[src/rtl/seq_mac_fir_pkg.sv]
package seq_mac_fir_pkg;

  typedef enum logic [1:0] {
    ST_WAIT  = 2'd0,
    ST_STORE = 2'd1,
    ST_ACCUM = 2'd2,
    ST_SHOW  = 2'd3
  } fir_state_t;

  // Build-time tap weight for tap index k
  function automatic int tap_weight(input int k);
    return ((k * 5 + 3) % 11) - 5;
  endfunction

endpackage

[src/rtl/seq_mac_fir_coef_rom.sv]
module seq_mac_fir_coef_rom #(
  parameter int NTAPS = 6,
  parameter int CW    = 8,
  parameter int IW    = $clog2(NTAPS)
) (
  input  logic [IW-1:0]        idx,
  output logic signed [CW-1:0] coef
);
  import seq_mac_fir_pkg::*;

  logic signed [CW-1:0] table_w [NTAPS];

  for (genvar g = 0; g < NTAPS; g++) begin : g_tap
    assign table_w[g] = CW'(tap_weight(g));
  end

  always_comb begin
    coef = '0;
    for (int i = 0; i < NTAPS; i++) begin
      if (idx == IW'(i)) coef = table_w[i];
    end
  end

endmodule

[src/rtl/seq_mac_fir_sample_mem.sv]
module seq_mac_fir_sample_mem #(
  parameter int NTAPS = 6,
  parameter int DW    = 8,
  parameter int IW    = $clog2(NTAPS)
) (
  input  logic                 clk,
  input  logic                 rst_n,
  input  logic                 wr_en,
  input  logic [IW-1:0]        wr_addr,
  input  logic signed [DW-1:0] wr_data,
  input  logic [IW-1:0]        rd_addr,
  output logic signed [DW-1:0] rd_data
);

  logic signed [DW-1:0] slot_q [NTAPS];

  for (genvar g = 0; g < NTAPS; g++) begin : g_slot
    logic slot_we;
    assign slot_we = wr_en && (wr_addr == IW'(g));

    always_ff @(posedge clk or negedge rst_n) begin
      if (!rst_n) begin
        slot_q[g] <= '0;
      end else if (slot_we) begin
        slot_q[g] <= wr_data;
      end
    end
  end

  always_comb begin
    rd_data = '0;
    for (int i = 0; i < NTAPS; i++) begin
      if (rd_addr == IW'(i)) rd_data = slot_q[i];
    end
  end

endmodule

[src/rtl/seq_mac_fir_mac.sv]
module seq_mac_fir_mac #(
  parameter int DW = 8,
  parameter int CW = 8,
  parameter int AW = 19
) (
  input  logic                 clk,
  input  logic                 rst_n,
  input  logic                 acc_clr,
  input  logic                 acc_en,
  input  logic signed [DW-1:0] samp,
  input  logic signed [CW-1:0] coef,
  output logic signed [AW-1:0] sum_d
);
  localparam int PW = DW + CW;

  logic signed [PW-1:0] prod;
  logic signed [AW-1:0] prod_ext;
  logic signed [AW-1:0] acc_q;

  assign prod     = samp * coef;
  assign prod_ext = {{(AW-PW){prod[PW-1]}}, prod};
  assign sum_d    = acc_q + prod_ext;

  always_ff @(posedge clk or negedge rst_n) begin
    if (!rst_n) begin
      acc_q <= '0;
    end else if (acc_clr) begin
      acc_q <= '0;
    end else if (acc_en) begin
      acc_q <= sum_d;
    end
  end

endmodule

[src/rtl/seq_mac_fir_ctrl.sv]
module seq_mac_fir_ctrl #(
  parameter int NTAPS = 6,
  parameter int IW    = $clog2(NTAPS)
) (
  input  logic                              clk,
  input  logic                              rst_n,
  input  logic                              in_valid,
  input  logic                              out_ack,
  output logic                              cap_en,
  output logic                              wr_en,
  output logic [IW-1:0]                     wr_addr,
  output logic [IW-1:0]                     rd_addr,
  output logic [IW-1:0]                     tap_idx,
  output logic                              acc_clr,
  output logic                              acc_en,
  output logic                              out_load,
  output seq_mac_fir_pkg::fir_state_t       state
);
  import seq_mac_fir_pkg::*;

  localparam logic [IW-1:0] LAST = IW'(NTAPS - 1);

  fir_state_t    state_q, state_d;
  logic [IW-1:0] wptr_q, wptr_d;
  logic [IW-1:0] rptr_q, rptr_d;
  logic [IW-1:0] tap_q, tap_d;
  logic          last_tap;

  assign last_tap = (tap_q == LAST);

  // next-state and control decode
  always_comb begin
    state_d  = state_q;
    cap_en   = 1'b0;
    wr_en    = 1'b0;
    acc_clr  = 1'b0;
    acc_en   = 1'b0;
    out_load = 1'b0;
    case (state_q)
      ST_WAIT: begin
        if (in_valid) begin
          cap_en  = 1'b1;
          state_d = ST_STORE;
        end
      end
      ST_STORE: begin
        wr_en   = 1'b1;
        acc_clr = 1'b1;
        state_d = ST_ACCUM;
      end
      ST_ACCUM: begin
        acc_en = 1'b1;
        if (last_tap) begin
          out_load = 1'b1;
          state_d  = ST_SHOW;
        end
      end
      ST_SHOW: begin
        if (out_ack) state_d = ST_WAIT;
      end
      default: state_d = ST_WAIT;
    endcase
  end

  // address counters
  always_comb begin
    wptr_d = wptr_q;
    rptr_d = rptr_q;
    tap_d  = tap_q;
    if (state_q == ST_STORE) begin
      wptr_d = (wptr_q == LAST) ? '0 : wptr_q + 1'b1;
      rptr_d = wptr_q;
      tap_d  = '0;
    end else if (state_q == ST_ACCUM) begin
      rptr_d = (rptr_q == '0) ? LAST : rptr_q - 1'b1;
      tap_d  = last_tap ? '0 : tap_q + 1'b1;
    end
  end

  always_ff @(posedge clk or negedge rst_n) begin
    if (!rst_n) begin
      state_q <= ST_WAIT;
      wptr_q  <= '0;
      rptr_q  <= '0;
      tap_q   <= '0;
    end else begin
      state_q <= state_d;
      wptr_q  <= wptr_d;
      rptr_q  <= rptr_d;
      tap_q   <= tap_d;
    end
  end

  assign wr_addr = wptr_q;
  assign rd_addr = rptr_q;
  assign tap_idx = tap_q;
  assign state   = state_q;

endmodule

[src/rtl/seq_mac_fir.sv]
module seq_mac_fir #(
  parameter int NTAPS = 6,
  parameter int DW    = 8,
  parameter int CW    = 8,
  localparam int IW   = $clog2(NTAPS),
  localparam int AW   = DW + CW + $clog2(NTAPS)
) (
  input  logic          clk,
  input  logic          rst_n,
  input  logic          in_valid,
  input  logic [DW-1:0] in_data,
  output logic          in_ready,
  output logic          busy,
  output logic          out_valid,
  output logic [AW-1:0] out_data,
  input  logic          out_ack
);
  import seq_mac_fir_pkg::*;

  // reset: asserted asynchronously, released on a clock edge
  logic rst_meta_n, rst_sync_n;
  always_ff @(posedge clk or negedge rst_n) begin
    if (!rst_n) begin
      rst_meta_n <= 1'b0;
      rst_sync_n <= 1'b0;
    end else begin
      rst_meta_n <= 1'b1;
      rst_sync_n <= rst_meta_n;
    end
  end

  fir_state_t           state;
  logic                 cap_en, wr_en, acc_clr, acc_en, out_load;
  logic [IW-1:0]        wr_addr, rd_addr, tap_idx;
  logic signed [DW-1:0] x_q, rd_sample;
  logic signed [CW-1:0] coef;
  logic signed [AW-1:0] sum_d;
  logic [AW-1:0]        y_q;

  seq_mac_fir_ctrl #(.NTAPS(NTAPS), .IW(IW)) u_ctrl (
    .clk      (clk),
    .rst_n    (rst_sync_n),
    .in_valid (in_valid),
    .out_ack  (out_ack),
    .cap_en   (cap_en),
    .wr_en    (wr_en),
    .wr_addr  (wr_addr),
    .rd_addr  (rd_addr),
    .tap_idx  (tap_idx),
    .acc_clr  (acc_clr),
    .acc_en   (acc_en),
    .out_load (out_load),
    .state    (state)
  );

  // input register
  always_ff @(posedge clk or negedge rst_sync_n) begin
    if (!rst_sync_n) begin
      x_q <= '0;
    end else if (cap_en) begin
      x_q <= in_data;
    end
  end

  seq_mac_fir_sample_mem #(.NTAPS(NTAPS), .DW(DW), .IW(IW)) u_mem (
    .clk     (clk),
    .rst_n   (rst_sync_n),
    .wr_en   (wr_en),
    .wr_addr (wr_addr),
    .wr_data (x_q),
    .rd_addr (rd_addr),
    .rd_data (rd_sample)
  );

  seq_mac_fir_coef_rom #(.NTAPS(NTAPS), .CW(CW), .IW(IW)) u_rom (
    .idx  (tap_idx),
    .coef (coef)
  );

  seq_mac_fir_mac #(.DW(DW), .CW(CW), .AW(AW)) u_mac (
    .clk     (clk),
    .rst_n   (rst_sync_n),
    .acc_clr (acc_clr),
    .acc_en  (acc_en),
    .samp    (rd_sample),
    .coef    (coef),
    .sum_d   (sum_d)
  );

  // output register
  always_ff @(posedge clk or negedge rst_sync_n) begin
    if (!rst_sync_n) begin
      y_q <= '0;
    end else if (out_load) begin
      y_q <= sum_d;
    end
  end

  assign in_ready  = (state == ST_WAIT);
  assign busy      = (state != ST_WAIT);
  assign out_valid = (state == ST_SHOW);
  assign out_data  = y_q;

endmodule

[config.mk]
export PLATFORM = sky130hd
export DESIGN_NAME = seq_mac_fir
export DESIGN_NICKNAME = d
export VERILOG_FILES = /design/src/rtl/seq_mac_fir_pkg.sv /design/src/rtl/seq_mac_fir_coef_rom.sv /design/src/rtl/seq_mac_fir_sample_mem.sv /design/src/rtl/seq_mac_fir_mac.sv /design/src/rtl/seq_mac_fir_ctrl.sv /design/src/rtl/seq_mac_fir.sv
export SDC_FILE = /design/constraint.sdc
export NUM_CORES = 1
export LEC_CHECK = 0
export BUFFER_PORTS_ARGS = -buffer_cell sky130_fd_sc_hd__buf_2
export CORE_MARGIN = 4
export CORE_UTILIZATION = 50
export DETAILED_ROUTE_END_ITERATION = 6
export PLACE_DENSITY = 0.67
export SYNTH_ARGS = -nofsm -noshare
export SYNTH_HDL_FRONTEND = slang
export SYNTH_SLANG_ARGS = --single-unit
[constraint.sdc]
create_clock -name clk -period 7.9 [get_ports clk]
set_clock_uncertainty 0.2 [all_clocks]
set_input_delay 1.58 -clock clk [delete_from_list [all_inputs] [get_ports clk]]
set_output_delay 1.58 -clock clk [all_outputs]
set_load 0.02 [all_outputs]
==> metrics, run 1 <==
vias in the first global route=5,465; Mapped Nets=836; Seq cells post-synth=107; setup violators final=0; fin. max-slew vios=0; CTS sink cnt=107; Worst-Margin Slew=1.15 ns; filler instances=1,322; mux share of post-synthesis cell area=0.115; Worst Reg2Reg Path Length in Cells=23; CTS Buf Count=9; largest net degree at the start of global routing=73; # hold bufs at CTS=0; first-pass GRT wire length=26,900 um; fin crit period=7.17 ns; Synth Area in XOR/XNOR=0.0315; Critical Path Max Stage Delay=1.08 ns; vias per std cell=5.38; crit path cell chain=mux2i_1 -> nor2_1 -> a21oi_1 -> nor2_1 -> a221oi_1 -> nor2_1 -> fa_1 -> inv_1 -> fa_1 -> inv_1 -> fa_1 -> fa_1 -> inv_1 -> fa_1 -> inv_1 -> ha_1 -> o21a_1 -> o31a_1 -> or4_4 -> a21bo_1 -> a31oi_1 -> xor2_1 -> o2bb2ai_1; R2R Path Start=u_ctrl.rd_addr[0]; nets=862; post-route clock period utilization=0.908; Slew HR=0.232; dpl ws=0.755 ns; CP required=7.93 ns; Port Buffer Count=33; Max Cap Viol=0; Avg Cell Area, Syn=11.2 um^2; Clock H-tree levels=3; Final Worst Setup Slack=0.730 ns; Worst setup EP type=flop; Startpoint Class=flop; Mapped Area=7790 um^2; largest family of logic cells by synthesized area=adder cells; Crit Reg-Reg Endpoint=u_mac.acc_q[16]; f_max=0.139 GHz; worst-skew pair later-pin latency=0.36 ns; CTS Buffer Depth=2; run status=complete, no violations; most used cell, CP=fa_1; Setup Fix Bufs, Post-CTS=0; Crit path arrival time=7.20 ns; Buf+Inv Stages, Crit Path=4; Top Ports=34; flop-to-flop setup slack=0.73 ns; die width=133 um; number of diodes=0; sequential-to-total area share from yosys stat=0.344; Placer Congestion=0.895; total number of vias=5,056; GRT Util Overall=0.191; CTS tree=done; Synth Area in Simple Gates=0.0840; area of the die=17,600 um^2; worst-path maximum fanout=25; Post-DP Area=8160 um^2; Hold WC Path Type=flop to asynchronous set/reset pin; Setup TNS Final=0 ns; Yosys cell types=62; starting density of the core=0.511; final core occ=0.557; EDFF count, synth=0; core footprint=15,300 um^2; DRC viols=0; post-synthesis async set-or-reset flop share=1.00; top_reg_cell synth=dfrtp_1; most common cell after layout, fill and taps aside=dfrtp_1; CTS Root Cell=clkbuf_16; DP Wirelength=11,700 um; final instance area=8490 um^2; Reg clk slew, reported paths=0.08 ns; initial antenna violation count=0; post-synthesis adder-cell area fraction=0.272; crit path kind=flop to flop; compound-cell area share of the yosys netlist=0.0928; layout cells sized above 1=0.187; row cnt=45; YS warnings=0; Starting DRT DRC Count=229; Critical-path top delay cell=dfrtp_1; routed len/inst=16.5 um; post-cts sizing count=0; post-synthesis instance total=698; most used cells in the layout excluding fill and tap cells=dfrtp_1, inv_1, fa_1; WL final=15,500 um; Layout Area Growth over Synthesis=8.97%; Routed Antenna Nets=0; RSZ-0062 raised after global routing=no; total gr overflow=0; crit-path leading delay family=adder cells; die height=133 um; final hold viol count=0; drt first pass iters=4
## cells by family after synthesis
| logic type | Yosys count |
|---|---|
| and+or+nand+nor | 126 |
| adders and majority gates | 126 |
| buffers and inverters | 123 |
| DFF | 107 |
| muxes | 80 |
| AOI/OAI and AO/OA | 107 |
| xor gates and xnor gates | 28 |
| other | 1 |
## stage by stage
stage,instances,hold slack [ns]
after detailed placement,924,0.118
after global routing,940,0.140
after global placement,924,0.108
after floorplan,698,0.131
final,940,0.0801
after CTS,940,0.118
## registers in the layout, summed over array words and instances (netlist names)
signal	count
rst_sync_n	1
x_q	8
u_ctrl.rd_addr	3
out_data	19
u_mem.slot_q	48
rst_meta_n	1
u_ctrl.state	2
u_ctrl.tap_idx	3
u_ctrl.wr_addr	3
u_mac.acc_q	19
## layout make-up
| cell class | count | area (um^2) | area share |
|---|---|---|---|
| clock inverter | 7 | 108 | 0.0127 |
| inverter | 100 | 375 | 0.0442 |
| multi-input combinational | 468 | 4640 | 0.546 |
| sequential | 107 | 2680 | 0.316 |
| tap | 211 | 264 | 0.0311 |
| timing repair buffer | 38 | 203 | 0.0239 |
| clock buffer | 9 | 225 | 0.0265 |
## cells in the mapped netlist, types with 2 or more instances
cell	number	area [um^2]
a211oi_1	2	15.0
o21bai_1	4	30.0
o22ai_1	3	18.8
xor2_1	9	78.8
nand2_1	45	169
dfrtp_1	107	2680
nand3_1	4	20.0
nor2_1	31	116
o21a_1	3	22.5
nor3_2	2	20.0
o21ai_1	8	40.0
o221ai_1	4	35.0
o2bb2ai_1	9	78.8
a31oi_1	4	25.0
o211ai_1	2	15.0
mux2i_1	15	150
clkbuf_1	18	67.6
nor2b_1	5	31.3
nor2b_4	2	27.5
ha_1	54	676
and2_1	9	56.3
fa_1	72	1440
buf_4	2	15.0
mux2_2	64	721
a221o_1	2	20.0
o21ai_0	28	140
buf_2	2	10.0
xnor2_1	19	166
a22o_1	2	17.5
nand2b_1	5	31.3
nor3_1	4	20.0
a221oi_1	2	17.5
a21o_1	6	45.0
nand3b_1	7	52.6
a21oi_1	16	80.1
inv_1	99	372
o31ai_1	3	22.5
## routing by layer
metal,wire length [um],share of wire,vias up,global-route usage
met5,0,0,-,0
met4,269,0.017,0,0.0583
met3,590,0.038,27,0.0376
met2,7640,0.49,97,0.322
met1,6980,0.45,2562,0.250
li1,-,-,2370,-
## how the worst max path moves through the flow
stage	start	endpoint	slack, ns	cells past startpoint
floorplan	u_ctrl.tap_idx[1]	u_mac.acc_q[16]	1.04	21
global placement	u_ctrl.rd_addr[0]	out_data[16]	0.90	22
detailed placement	u_ctrl.rd_addr[0]	out_data[16]	0.75	23
CTS	u_ctrl.rd_addr[0]	u_mac.acc_q[16]	0.74	23
global route	u_ctrl.rd_addr[0]	out_data[18]	0.30	24
finish	u_ctrl.rd_addr[0]	u_mac.acc_q[16]	0.73	23
Power of run 1 is left out: the tool's default activity adds up to more than one toggle a clock period on the data nets, which glitch-free logic cannot reach.
==> run 2, diff against run 1 <==
==> constraint.sdc (replaced) <==
create_clock -name clk -period 7.9 [get_ports clk]
set_clock_uncertainty 0.2 [all_clocks]
set_input_delay 0.79 -clock clk [delete_from_list [all_inputs] [get_ports clk]]
set_output_delay 0.79 -clock clk [all_outputs]
set_load 0.02 [all_outputs]
==> metrics, run 2 (synthesis gave the netlist of run 1 again) <==
run status=complete, no violations; Worst-Margin Slew=1.14 ns; max reg flops=48; GRT Util Overall=0.191; worst-skew pair later-pin latency=0.36 ns; CTS tree=done; die width=133 um; Reg with most FFs=u_mem.slot_q; R2R Path Start=u_ctrl.rd_addr[0]; largest net degree at the start of global routing=73; area of the die=17,600 um^2; register area=2680 um^2; Worst Reg2Reg Path Length in Cells=23; row cnt=45; filler instances=1,323; Routed Antenna Nets=0; post-route clock period utilization=0.908; Startpoint Class=flop; DRC viols=0; Setup Fix Bufs, Post-CTS=0; initial antenna violation count=0; CTS sink cnt=107; worst setup path start=u_ctrl.rd_addr[0]; CTS Buffer Depth=2; final hold viol count=0; vias in the first global route=5,465; Worst setup EP type=flop; nets=863; worst-path maximum fanout=25; Layout Area Growth over Synthesis=9.10%; most common cell after layout, fill and taps aside=dfrtp_1; setup violators final=0; Top Ports=34; Crit path arrival time=7.20 ns; crit path capture=u_mac.acc_q[16]; total number of vias=5,063; RSZ-0062 raised after global routing=no; CTS Buf Count=9; die height=133 um; vias per std cell=5.38; post-cts sizing count=0; Max Cap Viol=0; DP Wirelength=11,700 um; crit path kind=flop to flop; fin crit period=7.17 ns; drt first pass iters=5; CTS Root Cell=clkbuf_16; # hold bufs at CTS=1; Starting DRT DRC Count=266; Placer Congestion=0.895; most used cells in the layout excluding fill and tap cells=dfrtp_1, inv_1, fa_1; WL final=15,500 um; layout cells sized above 1=0.186; f_max=0.139 GHz; Port Buffer Count=33; flop-to-flop setup slack=0.73 ns; Clock H-tree levels=3; Hold WC Path Type=flop to asynchronous set/reset pin; Slew HR=0.235; CP required=7.93 ns; Setup TNS Final=0 ns; total gr overflow=0; area of the multi-input gates=4640 um^2; first-pass GRT wire length=26,900 um; fin. max-slew vios=0; routed len/inst=16.5 um; core footprint=15,300 um^2; Crit Reg-Reg Endpoint=u_mac.acc_q[16]; number of diodes=0; Reg clk slew, reported paths=0.08 ns; starting density of the core=0.511
[run 2: stage by stage]
stage	util	setup slack, ns	instances	hold slack (ns)	cell area (um^2)
final	0.557	0.728	941	0.0791	8500
after global routing	0.557	0.304	941	0.140	8500
after CTS	0.557	0.738	941	0.118	8500
after detailed placement	0.535	0.755	924	0.118	8160
after global placement	0.535	0.901	924	0.108	8160
after floorplan	-	1.04	698	0.131	7790
[run 2: how the worst min path moves through the flow]
stage	start	endpoint	slack [ns]
floorplan	rst_meta_n	rst_sync_n	0.13
global placement	rst_sync_n	u_mem.slot_q[39]	0.11
detailed placement	rst_sync_n	u_mac.acc_q[14]	0.12
CTS	rst_sync_n	u_mem.slot_q[39]	0.12
global route	rst_sync_n	u_mac.acc_q[14]	0.14
finish	rst_sync_n	u_mac.acc_q[12]	0.08
[run 2: metal layers]
| layer | share of wire | vias to the layer above | wire (um) | track usage |
|---|---|---|---|---|
| met5 | 0 | - | 0 | 0 |
| met3 | 0.039 | 27 | 607 | 0.0376 |
| met2 | 0.49 | 109 | 7630 | 0.322 |
| li1 | - | 2372 | - | - |
| met4 | 0.017 | 0 | 267 | 0.0583 |
| met1 | 0.45 | 2555 | 7020 | 0.250 |
[run 2: critical path, cell delays in order (launching register included)]
cell       delay [ns]
dfrtp_1          1.08
mux2i_1          0.28
nor2_1           0.06
a21oi_1          0.14
nor2_1           0.07
a221oi_1         0.36
nor2_1           0.20
fa_1             0.58
inv_1            0.05
fa_1             0.48
inv_1            0.06
fa_1             0.50
fa_1             0.55
inv_1            0.06
fa_1             0.52
inv_1            0.04
ha_1             0.34
o21a_1           0.20
o31a_1           0.12
or4_4            0.46
a21bo_1          0.21
a31oi_1          0.19
xor2_1           0.20
o2bb2ai_1        0.09
[run 2: cell type report]
class                      instances  share of cell area
timing repair buffer              39              0.0250
clock buffer                       9              0.0265
inverter                         100              0.0441
tap                              211              0.0310
multi-input combinational        468               0.545
sequential                       107               0.315
clock inverter                     7              0.0127
Power of run 2 is left out for the same reason.
